## src/rtl/dlane_pkg.sv

```systemverilog
package dlane_pkg;
    typedef enum logic [2:0] {
        LN_STOP   = 3'd0,
        LN_REQ    = 3'd1,
        LN_BRIDGE = 3'd2,
        LN_HS0    = 3'd4,
        LN_HS1    = 3'd5
    } line_e;

    typedef enum logic [2:0] {
        PH_IDLE, PH_REQ, PH_PREP, PH_ZERO, PH_SYNC, PH_PAY, PH_TRAIL, PH_EXIT
    } phase_e;

    localparam int BYTE_W = 8;
    localparam logic [BYTE_W-1:0] SYNC_BYTE = 8'hB8;
endpackage

```

## src/rtl/dlane_interval_timer.sv

```systemverilog
module dlane_interval_timer #(
    parameter int CNT_W = 8
) (
    input  logic             clk,
    input  logic             rst_n,
    input  logic             load_i,
    input  logic [CNT_W-1:0] len_i,
    output logic             done_o
);
    logic [CNT_W-1:0] cnt_d, cnt_q;

    always_comb begin
        cnt_d = cnt_q;
        if (load_i) begin
            cnt_d = (len_i == '0) ? '0 : len_i - CNT_W'(1);
        end else if (cnt_q != '0) begin
            cnt_d = cnt_q - CNT_W'(1);
        end
    end

    always_ff @(posedge clk or negedge rst_n) begin
        if (!rst_n) cnt_q <= '0;
        else        cnt_q <= cnt_d;
    end

    assign done_o = (cnt_q == '0);

    // a phase loaded with a length above one cannot end in its first cycle
    assert_no_early_end_R3: assert property (@(posedge clk) disable iff (!rst_n)
        (load_i && len_i > CNT_W'(1)) |=> !done_o);
endmodule

```

## src/rtl/dlane_bit_shifter.sv

```systemverilog
module dlane_bit_shifter
    import dlane_pkg::*;
(
    input  logic              clk,
    input  logic              rst_n,
    input  logic              load_i,
    input  logic [BYTE_W-1:0] load_val_i,
    input  logic              shift_i,
    output logic              bit_o,
    output logic              end_o
);
    localparam int IDX_W = $clog2(BYTE_W);

    typedef struct packed {
        logic [BYTE_W-1:0] sh;
        logic [IDX_W-1:0]  idx;
    } shf_t;

    shf_t s_d, s_q;

    always_comb begin
        s_d = s_q;
        if (load_i) begin
            s_d.sh  = load_val_i;
            s_d.idx = '0;
        end else if (shift_i) begin
            s_d.sh  = s_q.sh >> 1;
            s_d.idx = s_q.idx + IDX_W'(1);
        end
    end

    always_ff @(posedge clk or negedge rst_n) begin
        if (!rst_n) s_q <= '0;
        else        s_q <= s_d;
    end

    assign bit_o = s_q.sh[0];
    assign end_o = (s_q.idx == IDX_W'(BYTE_W - 1));

    // a freshly loaded byte starts at its first bit, so it is not at its end
    assert_fresh_byte_R6: assert property (@(posedge clk) disable iff (!rst_n)
        load_i |=> !end_o);
endmodule

```

## src/rtl/dlane_burst_seq.sv

```systemverilog
module dlane_burst_seq
    import dlane_pkg::*;
#(
    parameter int CNT_W = 8
) (
    input  logic             clk,
    input  logic             rst_n,
    input  logic             start_i,
    input  logic [7:0]       byte_i,
    input  logic             byte_valid_i,
    input  logic             byte_last_i,
    output logic             byte_rdy_o,
    input  logic [CNT_W-1:0] lpx_cyc_i,
    input  logic [CNT_W-1:0] prep_cyc_i,
    input  logic [CNT_W-1:0] zero_cyc_i,
    input  logic [CNT_W-1:0] trail_cyc_i,
    input  logic [CNT_W-1:0] exit_cyc_i,
    output logic [2:0]       line_o,
    output logic             busy_o,
    output logic             err_o
);
    typedef struct packed {
        phase_e phase;
        logic   fin;
        logic   prev;
        logic   err;
    } seq_t;

    seq_t s_d, s_q;

    logic             tmr_load, tmr_done;
    logic [CNT_W-1:0] tmr_len, exit_len;
    logic             sh_load, sh_shift, sh_bit, sh_end;
    logic [7:0]       sh_val;
    logic             take_slot;

    dlane_interval_timer #(.CNT_W(CNT_W)) i_timer (
        .clk    (clk),
        .rst_n  (rst_n),
        .load_i (tmr_load),
        .len_i  (tmr_len),
        .done_o (tmr_done)
    );

    dlane_bit_shifter i_shifter (
        .clk        (clk),
        .rst_n      (rst_n),
        .load_i     (sh_load),
        .load_val_i (sh_val),
        .shift_i    (sh_shift),
        .bit_o      (sh_bit),
        .end_o      (sh_end)
    );

    assign exit_len  = (exit_cyc_i > lpx_cyc_i) ? exit_cyc_i : lpx_cyc_i;
    assign take_slot = sh_end && ((s_q.phase == PH_SYNC) ||
                                  (s_q.phase == PH_PAY && !s_q.fin));

    always_comb begin
        s_d      = s_q;
        tmr_load = 1'b0;
        tmr_len  = '0;
        sh_load  = 1'b0;
        sh_shift = 1'b0;
        sh_val   = SYNC_BYTE;
        unique case (s_q.phase)
            PH_IDLE: if (start_i) begin
                s_d.phase = PH_REQ;
                s_d.err   = 1'b0;
                tmr_load  = 1'b1;
                tmr_len   = lpx_cyc_i;
            end
            PH_REQ: if (tmr_done) begin
                s_d.phase = PH_PREP;
                tmr_load  = 1'b1;
                tmr_len   = prep_cyc_i;
            end
            PH_PREP: if (tmr_done) begin
                s_d.phase = PH_ZERO;
                tmr_load  = 1'b1;
                tmr_len   = zero_cyc_i;
            end
            PH_ZERO: if (tmr_done) begin
                s_d.phase = PH_SYNC;
                sh_load   = 1'b1;
            end
            PH_SYNC, PH_PAY: begin
                s_d.prev = sh_bit;
                if (!sh_end) begin
                    sh_shift = 1'b1;
                end else if (take_slot && byte_valid_i) begin
                    s_d.phase = PH_PAY;
                    s_d.fin   = byte_last_i;
                    sh_load   = 1'b1;
                    sh_val    = byte_i;
                end else begin
                    s_d.err   = s_q.err | take_slot;
                    s_d.phase = PH_TRAIL;
                    tmr_load  = 1'b1;
                    tmr_len   = trail_cyc_i;
                end
            end
            PH_TRAIL: if (tmr_done) begin
                s_d.phase = PH_EXIT;
                tmr_load  = 1'b1;
                tmr_len   = exit_len;
            end
            PH_EXIT: if (tmr_done) s_d.phase = PH_IDLE;
            default: s_d.phase = PH_IDLE;
        endcase
    end

    always_ff @(posedge clk or negedge rst_n) begin
        if (!rst_n) s_q <= '{phase: PH_IDLE, fin: 1'b0, prev: 1'b0, err: 1'b0};
        else        s_q <= s_d;
    end

    always_comb begin
        unique case (s_q.phase)
            PH_REQ:          line_o = LN_REQ;
            PH_PREP:         line_o = LN_BRIDGE;
            PH_ZERO:         line_o = LN_HS0;
            PH_SYNC, PH_PAY: line_o = sh_bit ? LN_HS1 : LN_HS0;
            PH_TRAIL:        line_o = s_q.prev ? LN_HS0 : LN_HS1;
            default:         line_o = LN_STOP;
        endcase
    end

    assign byte_rdy_o = take_slot;
    assign busy_o     = (s_q.phase != PH_IDLE);
    assign err_o      = s_q.err;

    assert_start_enters_req_R2: assert property (@(posedge clk) disable iff (!rst_n)
        (!busy_o && start_i) |=> (line_o == LN_REQ));

    assert_rdy_in_hs_R6: assert property (@(posedge clk) disable iff (!rst_n)
        byte_rdy_o |-> (line_o == LN_HS0 || line_o == LN_HS1));

    assert_trail_flips_R7: assert property (@(posedge clk) disable iff (!rst_n)
        (s_q.phase == PH_TRAIL && $past(s_q.phase) != PH_TRAIL)
            |-> (line_o[0] != $past(line_o[0])));

    assert_err_on_underrun_R11: assert property (@(posedge clk) disable iff (!rst_n)
        $rose(err_o) |-> $past(byte_rdy_o && !byte_valid_i));

    assert_busy_not_restarted_R10: assert property (@(posedge clk) disable iff (!rst_n)
        (busy_o && s_q.phase != PH_EXIT) |=> busy_o);
endmodule

```

## config.mk

```make
export PLATFORM = sky130hd
export DESIGN_NAME = dlane_burst_seq
export DESIGN_NICKNAME = d
export VERILOG_FILES = /design/src/rtl/dlane_pkg.sv /design/src/rtl/dlane_interval_timer.sv /design/src/rtl/dlane_bit_shifter.sv /design/src/rtl/dlane_burst_seq.sv
export SDC_FILE = /design/constraint.sdc
export NUM_CORES = 1
export LEC_CHECK = 0
export BUFFER_PORTS_ARGS = -buffer_cell sky130_fd_sc_hd__buf_2
export CORE_MARGIN = 2
export CORE_UTILIZATION = 50
export CTS_BUF_LIST = sky130_fd_sc_hd__clkbuf_4
export DETAILED_ROUTE_END_ITERATION = 6
export PLACE_DENSITY = 0.85
export SETUP_SLACK_MARGIN = 0.15
export SKIP_LAST_GASP = 1
export SYNTH_ARGS = -nofsm -noshare
export SYNTH_HDL_FRONTEND = slang
export SYNTH_SLANG_ARGS = --single-unit
```

## constraint.sdc

```tcl
create_clock -name clk -period 2.91 [get_ports clk]
set_clock_uncertainty 0.2 [all_clocks]
set_input_delay 0.291 -clock clk [delete_from_list [all_inputs] [get_ports clk]]
set_output_delay 0.291 -clock clk [all_outputs]
set_load 0.05 [all_outputs]
```

==> results.txt <==
Kind of path behind the tightest hold check: in2reg. After the first detailed-routing iteration, the DRC count stood at 281. The worst hold path was traced through 3 stages.

The compound-gate portion of the synthesized area was 30.9%. Entering global routing, the biggest net connects 26 pins. The post-synthesis share of cell area spent on and, or, nand and nor gates works out to 23.0%. The total inserted antenna cells is 0. TritonCTS built the clock tree. After synthesis, flip-flops and latches occupy 27.3% of the total area.

The filler cell count in the final layout is 271, and the number of hold-slack violations in the final timing report is 0. The tools report the worst IR drop on VDD as 0.000195 V. For the relative slew slack, the log shows 53.9%. The slowest stage of the critical path belongs to the cell a21boi_0. The share of the synthesized area in the top cell type works out to 27.3%.

From synthesis to final layout, the design area changed by 46.9%. Summing all flip-flop and latch instances after layout gives 627 sq um. Cells fill 76.7% of the core in the end.

In this run the cell area of the synthesized design comes to 2290 sq um. The first global-routing pass estimated 12,100 um of wire. Final wirelength: 8030 um. Global routing finished with a remaining overflow of 0.

The clock network burns 25.9% of the power. In this run the power density over the cells is 192 nW/um^2. The die covers 5140 sq um.

The width of the die is 71.7 um, and the number of flip-flops and latches in the synthesized netlist is 25. Setup repair after global routing could not meet its margin everywhere. The number of nets with antenna violations after detailed routing came out at 0.

Summed over all nets, wire length on met2 after detailed routing comes to 4000 um. The internal power of the cells totals 0.462 mW. The number of input and output port buffers inserted came out at 58.

After floorplanning, the core was divided into 24 placement rows. The number of nets in the synthesized netlist came out at 339. The area occupied by multi-input gates was 1790 sq um; the switching power was 0.185 mW. The count of cells along the worst register-to-register path came out at 10.

Among all cell types in the netlist, the one instantiated most often is nand2_1. Kind of capture point of the worst setup path: a register. Clock-pin slew was measured on the worst setup and hold paths at 0.15 ns. The main flop type after synthesis was dfrtp_1. Dividing the detail-routed via count by the number of cells gives 6.23. The max-capacitance violation count is 0, and the final non-filler cell total is 438.

The met3 wirelength from detailed routing was 532 um; the mux contribution to synthesized area was 2.30%. The tools report the number of H-tree branching levels as 1. The logic depth of the worst setup path including buffers was 10. The critical path launch point type was a register. In the final layout, the share of cells above drive strength 1 is 45.3%. For this run, the total global-route usage over all layers was measured as 30.0%. The switching part of the total power was 28.6%. Yosys mapped the design onto 67 distinct sky130hd cell types. The synthesized design spends more area on one cell type than any other, namely dfrtp_1. The checks that failed: negative setup slack. For the critical path required time, the log shows 2.93 ns. The number of primary I/O pins is 59, and the ratio of final minimum period to clock period is 103%. The logs give 0 for the initial antenna violation count and 3.01 ns for the worst endpoint data arrival time.

The core region is 4380 sq um. Synthesis handed over a netlist of 273 instances. Largest fanout of any net on the critical path: 5. Among cell families on the critical path, the largest total delay comes from compound AO/OA/AOI/OAI gates.

In this run the top signal layer used is met4. For the relative contribution of sequential cells to total power, the log shows 53.7%. The CTS root buffer is clkbuf_4.

The slew at the pin closest to its max-slew limit came out at 0.686 ns. With fillers left out, the area of the finished cells amounts to 3360 sq um. Yosys mapped a number of flops with a built-in enable equal to 0. In the final routed layout, each cell accounts on average for 18.3 um. Counting every sink on the clock net gives 25. The CTS buffer count is 3. The via count of the first global-routing pass came out at 2,594. The run gives -0.152 ns as the post-placement setup slack. The part of the total power dissipated in combinational logic is 20.4%, and the stage delay of the slowest cell on the critical path is 0.61 ns. The clock passes through at most 2 buffers. For the total number of vias, the log shows 2,730. The flow ran to the end, but the final reports show violations.

The first detailed-routing pass took 6 iterations. In the final design database the tool counted 453 nets. During synthesis, Yosys emitted a total of 0 warnings.

The tools report the number of failing setup endpoints in the final timing report as 7. Of all flip-flops after synthesis, the portion carrying an async set or reset was 100%. Detailed placement ended at an HPWL of 5020 um.

The largest family of logic cells by synthesized area is compound AO/OA/AOI/OAI gates. The number of pins with negative max-slew slack in the final report was 0; the synthesized area per cell was 8.39 sq um. The most common cell type on the critical path was buf_4. The run gives 401 as the number of placed instances, taps included. After Yosys synthesis, full adders, half adders and majority gates account for 7.10% of the synthesized area. The xor/xnor cell area share of the yosys netlist came out at 4.21%. The type of the setup path with the least slack was reg2reg. Counting I/O delays and the setup requirement, the final critical path takes 2.99 ns. For this design the static power due to leakage is 1.59 nW.

The tools report the slack of the critical path as -0.0807 ns. Yosys attributes the largest share of cell area to dfrtp_1 27%, ha_1 7.1%, nand2_1 6.1%. Once the floorplan was initialized, standard cells occupied 52.2% of the core. Static timing analysis puts the maximum clock frequency at 334 MHz. The number of buffers and inverters on the critical path is 2. Counting instances in the post-synthesis netlist gives the leading cell types as 37 x nand2_1, 25 x dfrtp_1, 21 x a21oi_1, 21 x nor2_1, 15 x inv_1. The placed instances occupy a cell area of 2890 sq um.

The routed metal-1 wire length was 3120 um. The chip height came out at 71.7 um. The placer congestion estimate is 0.944. The critical path goes through ha_2 -> ha_4 -> nand3b_1 -> a21oi_4 -> buf_4 -> buf_4 -> a221oi_1 -> a21boi_0 -> and3_4 -> o32ai_1. The logs give 0 for the remaining routing DRC violations and 0.33 ns for the clock latency of the later-clocked register in the worst-skew pair.
[sequential cells by signal, indices dropped and copies added (netlist names)]
signal and flops:
i_shifter.bit_o 1, i_shifter.s_q 10, s_q 5, i_timer.cnt_q 8, err_o 1
[logic make-up (layout without fill, tap and decap cells)]
group,Yosys count,in the layout
compound gates,93,93
xor+xnor,11,11
fa+ha+maj,13,13
buf+inv,28,141
flops,25,25
mux,5,5
simple gates,98,98
[cells in the final DEF, fill, tap and decap left out, types with 4 or more instances in the layout]
cell / synthesis / final
o21ai_1: 4 / 4
nand2_1: 37 / 35
a222oi_1: 6 / 6
o211ai_1: 6 / 6
dfrtp_1: 25 / 24
a22o_1: 6 / 6
nor2_1: 21 / 18
and2_1: 5 / 5
buf_2: 3 / 58
o21ai_0: 11 / 11
buf_4: 1 / 51
dlygate4sd3_1: 0 / 7
xnor2_1: 9 / 7
ha_1: 13 / 8
inv_1: 15 / 11
a22oi_1: 4 / 4
inv_2: 1 / 5
nor2_4: 0 / 4
a21oi_1: 21 / 17
buf_6: 1 / 5
[path summary, 6_finish.rpt]
path | start | end | slack, ns
max in group asynchronous | rst_n | s_q[3] | 1.84
hold reg to reg | i_shifter.s_q[6] | i_shifter.s_q[6] | 0.30
setup reg to reg | i_shifter.s_q[0] | i_timer.cnt_q[2] | -0.08
min in group asynchronous | rst_n | i_timer.cnt_q[2] | 0.26
setup / recovery | i_shifter.s_q[0] | i_timer.cnt_q[2] | -0.08
hold / removal | byte_i[3] | i_shifter.s_q[6] | 0.03
[tightest hold or removal path, delay by kind of cell]
kind | cells | cell delay (ns)
compound gates | 1 | 0.14
simple gates | 1 | 0.03
buf+inv | 1 | 0.07
[power groups by stage]
stage	Clock (mW)	Sequential, mW	Combinational, mW
floorplan	0	0.354	0.0526
global placement	0	0.354	0.115
detailed placement	0	0.354	0.118
CTS	0.164	0.347	0.126
global route	0.181	0.348	0.146
finish	0.167	0.347	0.132
[metal layers]
layer	global-route usage, %	vias up
met5	0	-
met4	10.7	0
met3	3.80	41
met2	53.6	148
met1	37.1	1285
li1	-	1256
[per-stage QoR]
stage               setup TNS (ns)  power, mW  hold WS [ns]
finish                      -0.285      0.647        0.0342
global route                 -1.45      0.674        0.0501
CTS                              0      0.638        0.0355
detailed placement          -0.639      0.472         0.118
global placement                 0      0.469         0.113
floorplan                        0      0.407        -0.205
[repair_timing]
item | 4_1_cts | 5_1_grt
endpoints found under the hold margin | 31 | 0
pin swaps | 17 | 22
hold buffers | 7 | 0
setup endpoints to repair | 8 | 17
buffers inserted | 17 | 10
gates resized for setup | 23 | 16
[final cells by class]
type                       count  area share (%)
inverter                      16            1.79
timing repair buffer         121            23.8
clock buffer                   3           0.669
multi-input combinational    220            53.1
tap                           52            1.93
clock inverter                 1           0.149
sequential                    25            18.6
Power figures use the tool's default switching activity.
